$ cat src/rtl/vid_demux_pkg.sv
package vid_demux_pkg;
  typedef enum logic [1:0] {
    MODE_GBR444   = 2'd0,
    MODE_YC444    = 2'd1,
    MODE_YC422_2P = 2'd2,
    MODE_YC422_1P = 2'd3
  } vid_mode_e;

  localparam int unsigned PHASES = 4;
  localparam int unsigned PH_W   = $clog2(PHASES);
endpackage

$ cat src/rtl/vid_blank_code.sv
module vid_blank_code #(
  parameter int unsigned DW = 8
) (
  input  logic          sync_all_i,
  input  logic          alt_var_i,
  output logic [DW-1:0] luma_o,
  output logic [DW-1:0] chroma_o
);
  localparam logic [DW-1:0] MID = DW'(1) << (DW - 1);

  assign luma_o   = '0;
  assign chroma_o = (alt_var_i || sync_all_i) ? MID : '0;
endmodule

$ cat src/rtl/vid_phase_ctr.sv
module vid_phase_ctr
  import vid_demux_pkg::*;
(
  input  logic            clk_i,
  input  logic            rst_ni,
  input  logic            clr_i,
  output logic [PH_W-1:0] ph_o
);
  always_ff @(posedge clk_i or negedge rst_ni) begin
    if (!rst_ni)    ph_o <= '0;
    else if (clr_i) ph_o <= '0;
    else            ph_o <= ph_o + 1'b1;
  end
endmodule

$ cat src/rtl/vid_sample_route.sv
module vid_sample_route
  import vid_demux_pkg::*;
#(
  parameter int unsigned DW = 8
) (
  input  vid_mode_e       mode_i,
  input  logic [PH_W-1:0] ph_i,
  input  logic [DW-1:0]   pix_a_i,
  input  logic [DW-1:0]   pix_b_i,
  input  logic [DW-1:0]   pix_c_i,
  input  logic [DW-1:0]   pb_q_i,
  input  logic [DW-1:0]   pr_q_i,
  output logic [2:0]      ld_o,
  output logic [DW-1:0]   d0_o,
  output logic [DW-1:0]   d1_o,
  output logic [DW-1:0]   d2_o,
  output logic            cap_pb_o,
  output logic            cap_pr_o,
  output logic [DW-1:0]   cap_d_o
);
  always_comb begin
    ld_o     = 3'b000;
    d0_o     = pix_a_i;
    d1_o     = pb_q_i;
    d2_o     = pr_q_i;
    cap_pb_o = 1'b0;
    cap_pr_o = 1'b0;
    cap_d_o  = pix_a_i;
    unique case (mode_i)
      MODE_GBR444, MODE_YC444: begin
        ld_o = 3'b111;
        d1_o = pix_b_i;
        d2_o = pix_c_i;
      end
      MODE_YC422_2P: begin
        cap_d_o = pix_c_i;
        if (!ph_i[0]) begin
          ld_o     = 3'b001;
          cap_pb_o = 1'b1;
        end else begin
          ld_o = 3'b111;
          d2_o = pix_c_i;   // Pr arrives with its completing luma
        end
      end
      MODE_YC422_1P: begin
        unique case (ph_i)
          2'd0: cap_pb_o = 1'b1;
          2'd1: ld_o     = 3'b001;
          2'd2: cap_pr_o = 1'b1;
          default: ld_o  = 3'b111;
        endcase
      end
      default: ld_o = 3'b000;
    endcase
  end
endmodule

$ cat src/rtl/vid_demux.sv
module vid_demux
  import vid_demux_pkg::*;
#(
  parameter int unsigned DW = 8
) (
  input  logic          clk_i,
  input  logic          rst_ni,
  input  logic [1:0]    mode_i,
  input  logic          blank_ni,
  input  logic          sync_all_i,
  input  logic          alt_var_i,
  input  logic [DW-1:0] pix_a_i,
  input  logic [DW-1:0] pix_b_i,
  input  logic [DW-1:0] pix_c_i,
  output logic [DW-1:0] ch0_o,
  output logic [DW-1:0] ch1_o,
  output logic [DW-1:0] ch2_o,
  output logic [2:0]    vld_o
);
  vid_mode_e       mode_q;
  logic [PH_W-1:0] ph;
  logic [DW-1:0]   pb_q, pr_q;
  logic [DW-1:0]   bl_luma, bl_chroma;
  logic [2:0]      ld;
  logic [DW-1:0]   d0, d1, d2, cap_d;
  logic            cap_pb, cap_pr;

  vid_phase_ctr u_ph (
    .clk_i (clk_i),
    .rst_ni(rst_ni),
    .clr_i (!blank_ni),
    .ph_o  (ph)
  );

  vid_blank_code #(.DW(DW)) u_bl (
    .sync_all_i(sync_all_i),
    .alt_var_i (alt_var_i),
    .luma_o    (bl_luma),
    .chroma_o  (bl_chroma)
  );

  vid_sample_route #(.DW(DW)) u_rt (
    .mode_i  (mode_q),
    .ph_i    (ph),
    .pix_a_i (pix_a_i),
    .pix_b_i (pix_b_i),
    .pix_c_i (pix_c_i),
    .pb_q_i  (pb_q),
    .pr_q_i  (pr_q),
    .ld_o    (ld),
    .d0_o    (d0),
    .d1_o    (d1),
    .d2_o    (d2),
    .cap_pb_o(cap_pb),
    .cap_pr_o(cap_pr),
    .cap_d_o (cap_d)
  );

  always_ff @(posedge clk_i or negedge rst_ni) begin
    if (!rst_ni) begin
      mode_q <= MODE_GBR444;
      pb_q   <= '0;
      pr_q   <= '0;
      ch0_o  <= '0;
      ch1_o  <= '0;
      ch2_o  <= '0;
      vld_o  <= '0;
    end else if (!blank_ni) begin
      mode_q <= vid_mode_e'(mode_i);
      ch0_o  <= bl_luma;
      ch1_o  <= bl_chroma;
      ch2_o  <= bl_chroma;
      vld_o  <= '0;
    end else begin
      if (cap_pb) pb_q  <= cap_d;
      if (cap_pr) pr_q  <= cap_d;
      if (ld[0])  ch0_o <= d0;
      if (ld[1])  ch1_o <= d1;
      if (ld[2])  ch2_o <= d2;
      vld_o <= ld;
    end
  end
endmodule

$ cat config.mk
export PLATFORM = sky130hd
export DESIGN_NAME = vid_demux
export DESIGN_NICKNAME = d
export VERILOG_FILES = /design/src/rtl/vid_demux_pkg.sv /design/src/rtl/vid_blank_code.sv /design/src/rtl/vid_phase_ctr.sv /design/src/rtl/vid_sample_route.sv /design/src/rtl/vid_demux.sv
export SDC_FILE = /design/constraint.sdc
export NUM_CORES = 1
export LEC_CHECK = 0
export ABC_AREA = 1
export BUFFER_PORTS_ARGS = -buffer_cell sky130_fd_sc_hd__buf_2
export CAP_MARGIN = 20
export CORE_MARGIN = 2
export CORE_UTILIZATION = 50
export DETAILED_ROUTE_END_ITERATION = 6
export PLACE_DENSITY_LB_ADDON = 0.12
export SYNTH_ARGS = -nofsm -noshare
export SYNTH_HDL_FRONTEND = slang
export SYNTH_SLANG_ARGS = --single-unit
$ cat constraint.sdc
create_clock -name clk_i -period 1.7 [get_ports clk_i]
set_input_delay 0.34 -clock clk_i [delete_from_list [all_inputs] [get_ports clk_i]]
set_output_delay 0.34 -clock clk_i [all_outputs]
set_load 0.02 [all_outputs]
After elaboration in Yosys (flattened, before gate mapping)
Cells that the tools add are included.
{ "word_totals": {"reg_bits": 47, "word_cells": 45, "output_inout_bits": 27, "in_bits": 31} }
{ "classes": {"muxes": 21, "eq_ne": 8, "add_sub_neg": 1, "reduce_logical": 7} }
{ "op_table": {"columns": ["cell", "n"], "rows": [
  ["$mux W8", 10],
  ["$pmux W8 S2", 1],
  ["$pmux W3 S3", 1],
  ["$eq A2 B2 Y1 const B", 3],
  ["$mux W3", 2],
  ["$ne A2 B1 Y1 const B", 3],
  ["$pmux W3 S2", 1],
  ["$eq A2 B1 Y1 const B", 2],
  ["$logic_not A2 Y1", 2],
  ["$mux W1", 4],
  ["$reduce_and A2 Y1", 2],
  ["$reduce_or A2 Y1", 2],
  ["$add A2 B1 Y2 const B", 1],
  ["$mux W2", 1],
  ["$pmux W1 S2", 1],
  ["$logic_or A1 B1 Y1", 1]
]} }

Logic depth before layout (Yosys ltp)
{ "depth": {"depth_word": 6, "mapped_depth": 9, "depth_no_buf": 8} }

Cells and area by module
From an unflattened synthesis, not the netlist that was laid out.
{ "unflattened": {"cells_unflattened": 326, "area_unflattened_um2": 2575.0} }
{ "by_module_without_submodules": {"columns": ["module", "seq_area_each_um2", "cells_each", "instances", "area_each_um2"], "rows": [
  ["vid_demux", 1126.1, 203, 1, 1921.8],
  ["vid_sample_route", 0.0, 96, 1, 452.9],
  ["vid_blank_code", 0.0, 19, 1, 127.6],
  ["vid_phase_ctr", 50.0, 8, 1, 72.6]
]} }

Worst setup path before layout
OpenSTA, ideal clock, no wires.
{ "synth_timing": {"kind": "reg2reg", "from": "register u_ph.ph_o[0]", "to": "register pb_q[6]", "stages_incl_launch_ff": 8, "slack_ns": 0.383, "t_required_ns": 1.574, "arrival_ns": 1.191, "n_path_buf": 1, "synth_period_minus_slack_ns": 1.317, "setup_ns": 0.126, "cell_sequence": "dfrtp_1 inv_1 ha_1 o21ai_1 nor2_4 buf_4 nand2_1 o21ai_0"} }
{ "synth_between": {"elab_chain_len": 4, "word_cells_on_any_way": 5, "classes_between": "mux: 3; reduce/logical: 2"} }
{ "synth_lines": {"columns": ["element", "line_no", "text"], "rows": [
  ["start: declaration", "vid_phase_ctr.sv:7", "output logic [PH_W-1:0] ph_o"],
  ["start signal: assignment", "vid_phase_ctr.sv:12", "else ph_o <= ph_o + 1'b1;"],
  ["$logic_not A2 Y1", "vid_sample_route.sv:46", "unique case (ph_i)"],
  ["$mux W1", "vid_sample_route.sv:46", null],
  ["$pmux W1 S2 *", "vid_sample_route.sv:29", "unique case (mode_i)"],
  ["$reduce_and A2 Y1 (no source line) *", null, null],
  ["end signal: assignment", "vid_demux.sv:75", "if (cap_pb) pb_q <= cap_d;"],
  ["end: declaration", "vid_demux.sv:22", "logic [DW-1:0] pb_q, pr_q;"]
]} }
Every way passes the cells marked *; elsewhere a longest branch is shown, timed or not.
A chain may end at the register's enable or synchronous reset.

Worst setup path after layout
{ "layout_timing": {"from": "register u_ph.ph_o[0]", "to": "register ch0_o[7]"} }
{ "layout_between": {"elab_chain_len": 5, "word_cells_on_any_way": 7, "classes_between": "eq/ne: 3; mux: 2; reduce/logical: 2"} }
{ "layout_lines": {"columns": ["element", "line_no", "text"], "rows": [
  ["$eq A2 B2 Y1 / $logic_not A2 Y1 (equally long branches)", "vid_sample_route.sv:46", null],
  ["$reduce_or A2 Y1 (no source line)", null, null],
  ["$pmux W3 S2 *", "vid_sample_route.sv:46", null],
  ["$pmux W3 S3 *", "vid_sample_route.sv:29", null],
  ["$ne A2 B1 Y1 (no source line) *", null, null],
  ["end signal: assignment", "vid_demux.sv:70", "ch0_o <= bl_luma;"],
  ["end: declaration", "vid_demux.sv:15", "output logic [DW-1:0] ch0_o,"]
]} }
Marked as above.

==> impl_metrics.toml <==
[synth]
synthesis.nets = 309
async_flop_share = 1.00
synth_cell_types = 18
synthCells = 274
ys.warnings.count = 0
avgSynthCellArea_um2 = 7.86
synth-seq-cells = 46
yosysTopAreaCellShare = 0.534
ys_seq_area_frac = 0.534
synth_ff_type = "dfrtp_1"
synth_top_area_cell = "dfrtp_1"
synth_edf_count = 0
synth_area_leaders = "dfrtp_1, nand2_1, o21ai_0"
synthesis.area_um2 = 2150
synth.most_common_cell = "nand2_1"
synth_commonest_cells = "nand2_1, dfrtp_1, o21ai_0"

[critical_path]
required_ns = 1.89
critPathLaunch = "u_ph.ph_o[0]"
cp.arrival_ns = 1.66
crit_path_end_kind = "register"
start_kind = "register"
critPathKind = "register to register"
worstPathMaxFanout = 9
reg2reg_from = "u_ph.ph_o[0]"

[sta]
hold_violations = 0
period_share = 0.864
hold_ws_ns = 0.242
grt_setup_unrepaired = "false"
worstMarginPinSlew_ns = 0.448
fin_worst_skew_ns = 0.00544
maxSlewHeadroom = 0.701
period_needed_ns = 1.47
fmax_mhz = 681
setup_viol = 0
finalSetupTns_ns = 0
slew_viol_final = 0

[floorplanning]
row_count = 23
die_w_um = 69.6
fp.coreArea_um2 = 4090
initial_core_util = 0.527
fp.dieH_um = 69.6
io_pins = 58
dieArea_um2 = 4850

[final_layout]
area_growth_pct = 18.8
utilization = 0.626
fin_cells = 382
n_antenna_cell = 0
nFillCells = 387
fin_area_um2 = 2560
nNetsFinal = 367
drive_gt1_frac = 0.229

[pwr]
p_leak_nw = 1.45
powerDensity_nw_per_um2 = 1030
ir_worst_vdd_uv = 539

[clock_network]
cts_setup_buffers = 0
clkTransAtPathRegs_ns = 0.08
clock-root-buffer = "clkbuf_8"
htreeDepth = 2
cts_tree = "yes"
clock_latency_ns = 0.30
clockBufferDepth = 2
clock_sinks = 46
cts-buffers-inserted = 5

[route]
wl_met3_um = 250
routed.top_layer = "met4"
met1_length_um = 2220
antenna_left = 0
finalWirelength_um = 4420
wire_per_inst_um = 11.6
dr.pass1.iters = 4
vias_per_cell = 4.71
drt_iter0_markers = 60
dr_wl_met2_um = 1890
drc_errors = 0
num_vias = 1798

[grt]
grt_max_degree = 21
grt_pass1_wl_um = 7680
grt_antenna_before_repair = 0
overflow = 0
grt.total_usage = 0.199
grt_pass1_vias = 1677

[placed_design]
dp_hpwl_um = 3310
place_area_um2 = 2470
portBuffers = 57
dp.cells = 374
place_congestion = 0.837

[hold_path]
hp-class = "primary input to register"
hp-start = "mode_i[1]"

[status]
status = "completed"

[job]
drv_cap = 0
-- worst paths after layout --
check	to	cells past startpoint	slack, ns
setup reg to reg	ch0_o[7]	7	0.23
hold reg to reg	ch1_o[5]	2	0.47
hold / removal	mode_q[1]	3	0.24
setup / recovery	ch0_o[7]	7	0.23
min in group asynchronous	ch1_o[2]	2	0.51
max in group asynchronous	ch0_o[3]	3	0.62
-- report_power, final --
part           internal, mW  switching (mW)  leakage [nW]
Sequential             1.29          0.0800         0.572
Combinational         0.210           0.404         0.837
Clock                 0.282           0.359        0.0373
Total                  1.79           0.842          1.45
-- worst max-delay path, cell delays in order (launching register included) --
cell	delay, ns
dfrtp_1	0.44
ha_1	0.23
nor2_1	0.11
nand3_1	0.11
nand2_1	0.10
clkinv_1	0.20
nand2_1	0.12
nand2_1	0.06
-- placed cells by master (no fill, tap or decap) --
cell type and instances:
a31oi_1 1, buf_2 57, buf_4 4, clkbuf_1 1, clkbuf_8 5, clkinv_1 1, clkinvlp_4 1, dfrtp_1 46
dlygate4sd3_1 1, ha_1 4, inv_1 21, inv_2 2, nand2_1 129, nand2_2 3, nand3_1 15, nor2_1 4
nor2_2 2, nor2_4 2, o21ai_0 30, o21ai_1 3
-- per-stage QoR --
stage                     power (mW)  setup WS (ns)
after CTS                       2.66          0.148
after global placement          2.00          0.180
after floorplan                 1.81          0.383
after global routing            2.81         0.0512
after detailed placement        2.01          0.152
final                           2.63          0.232
-- what timing repair did --
item / CTS / global route
gates resized for setup: 0 / 1
hold buffers: 1 / 0
endpoints found under the hold margin: 18 / 0
setup endpoints to repair: 0 / 8
-- metal layers --
layer | vias to the layer above | track usage
li1 | 957 | -
met1 | 786 | 0.284
met2 | 50 | 0.300
met3 | 5 | 0.0494
met4 | 0 | 0.0641
met5 | - | 0
-- kinds of logic after synthesis --
group | after synthesis | synth area share
buffers and inverters | 35 | 0.0726
adder cells (fa/ha/maj) | 4 | 0.0232
AO/OA/AOI/OAI | 34 | 0.0796
flip-flops | 46 | 0.534
AND/OR/NAND/NOR | 155 | 0.290
-- state kept, by name, indices dropped and copies added (netlist names) --
signal	cells
mode_q	2
ch1_o	8
pr_q	8
ch0_o	8
ch2_o	8
pb_q	8
u_ph.ph_o	2
vld_o	2
-- cell type report --
class,instances,area (um^2),share of cell area
clock buffers,6,72.6,0.0284
repair buffers,62,325,0.127
well taps,50,62.6,0.0244
multi-input cells,193,850,0.332
clock inverters,1,7.51,0.00293
inverters,24,90.1,0.0352
flip-flops and latches,46,1150,0.450
(Power assumes the default switching activity.)
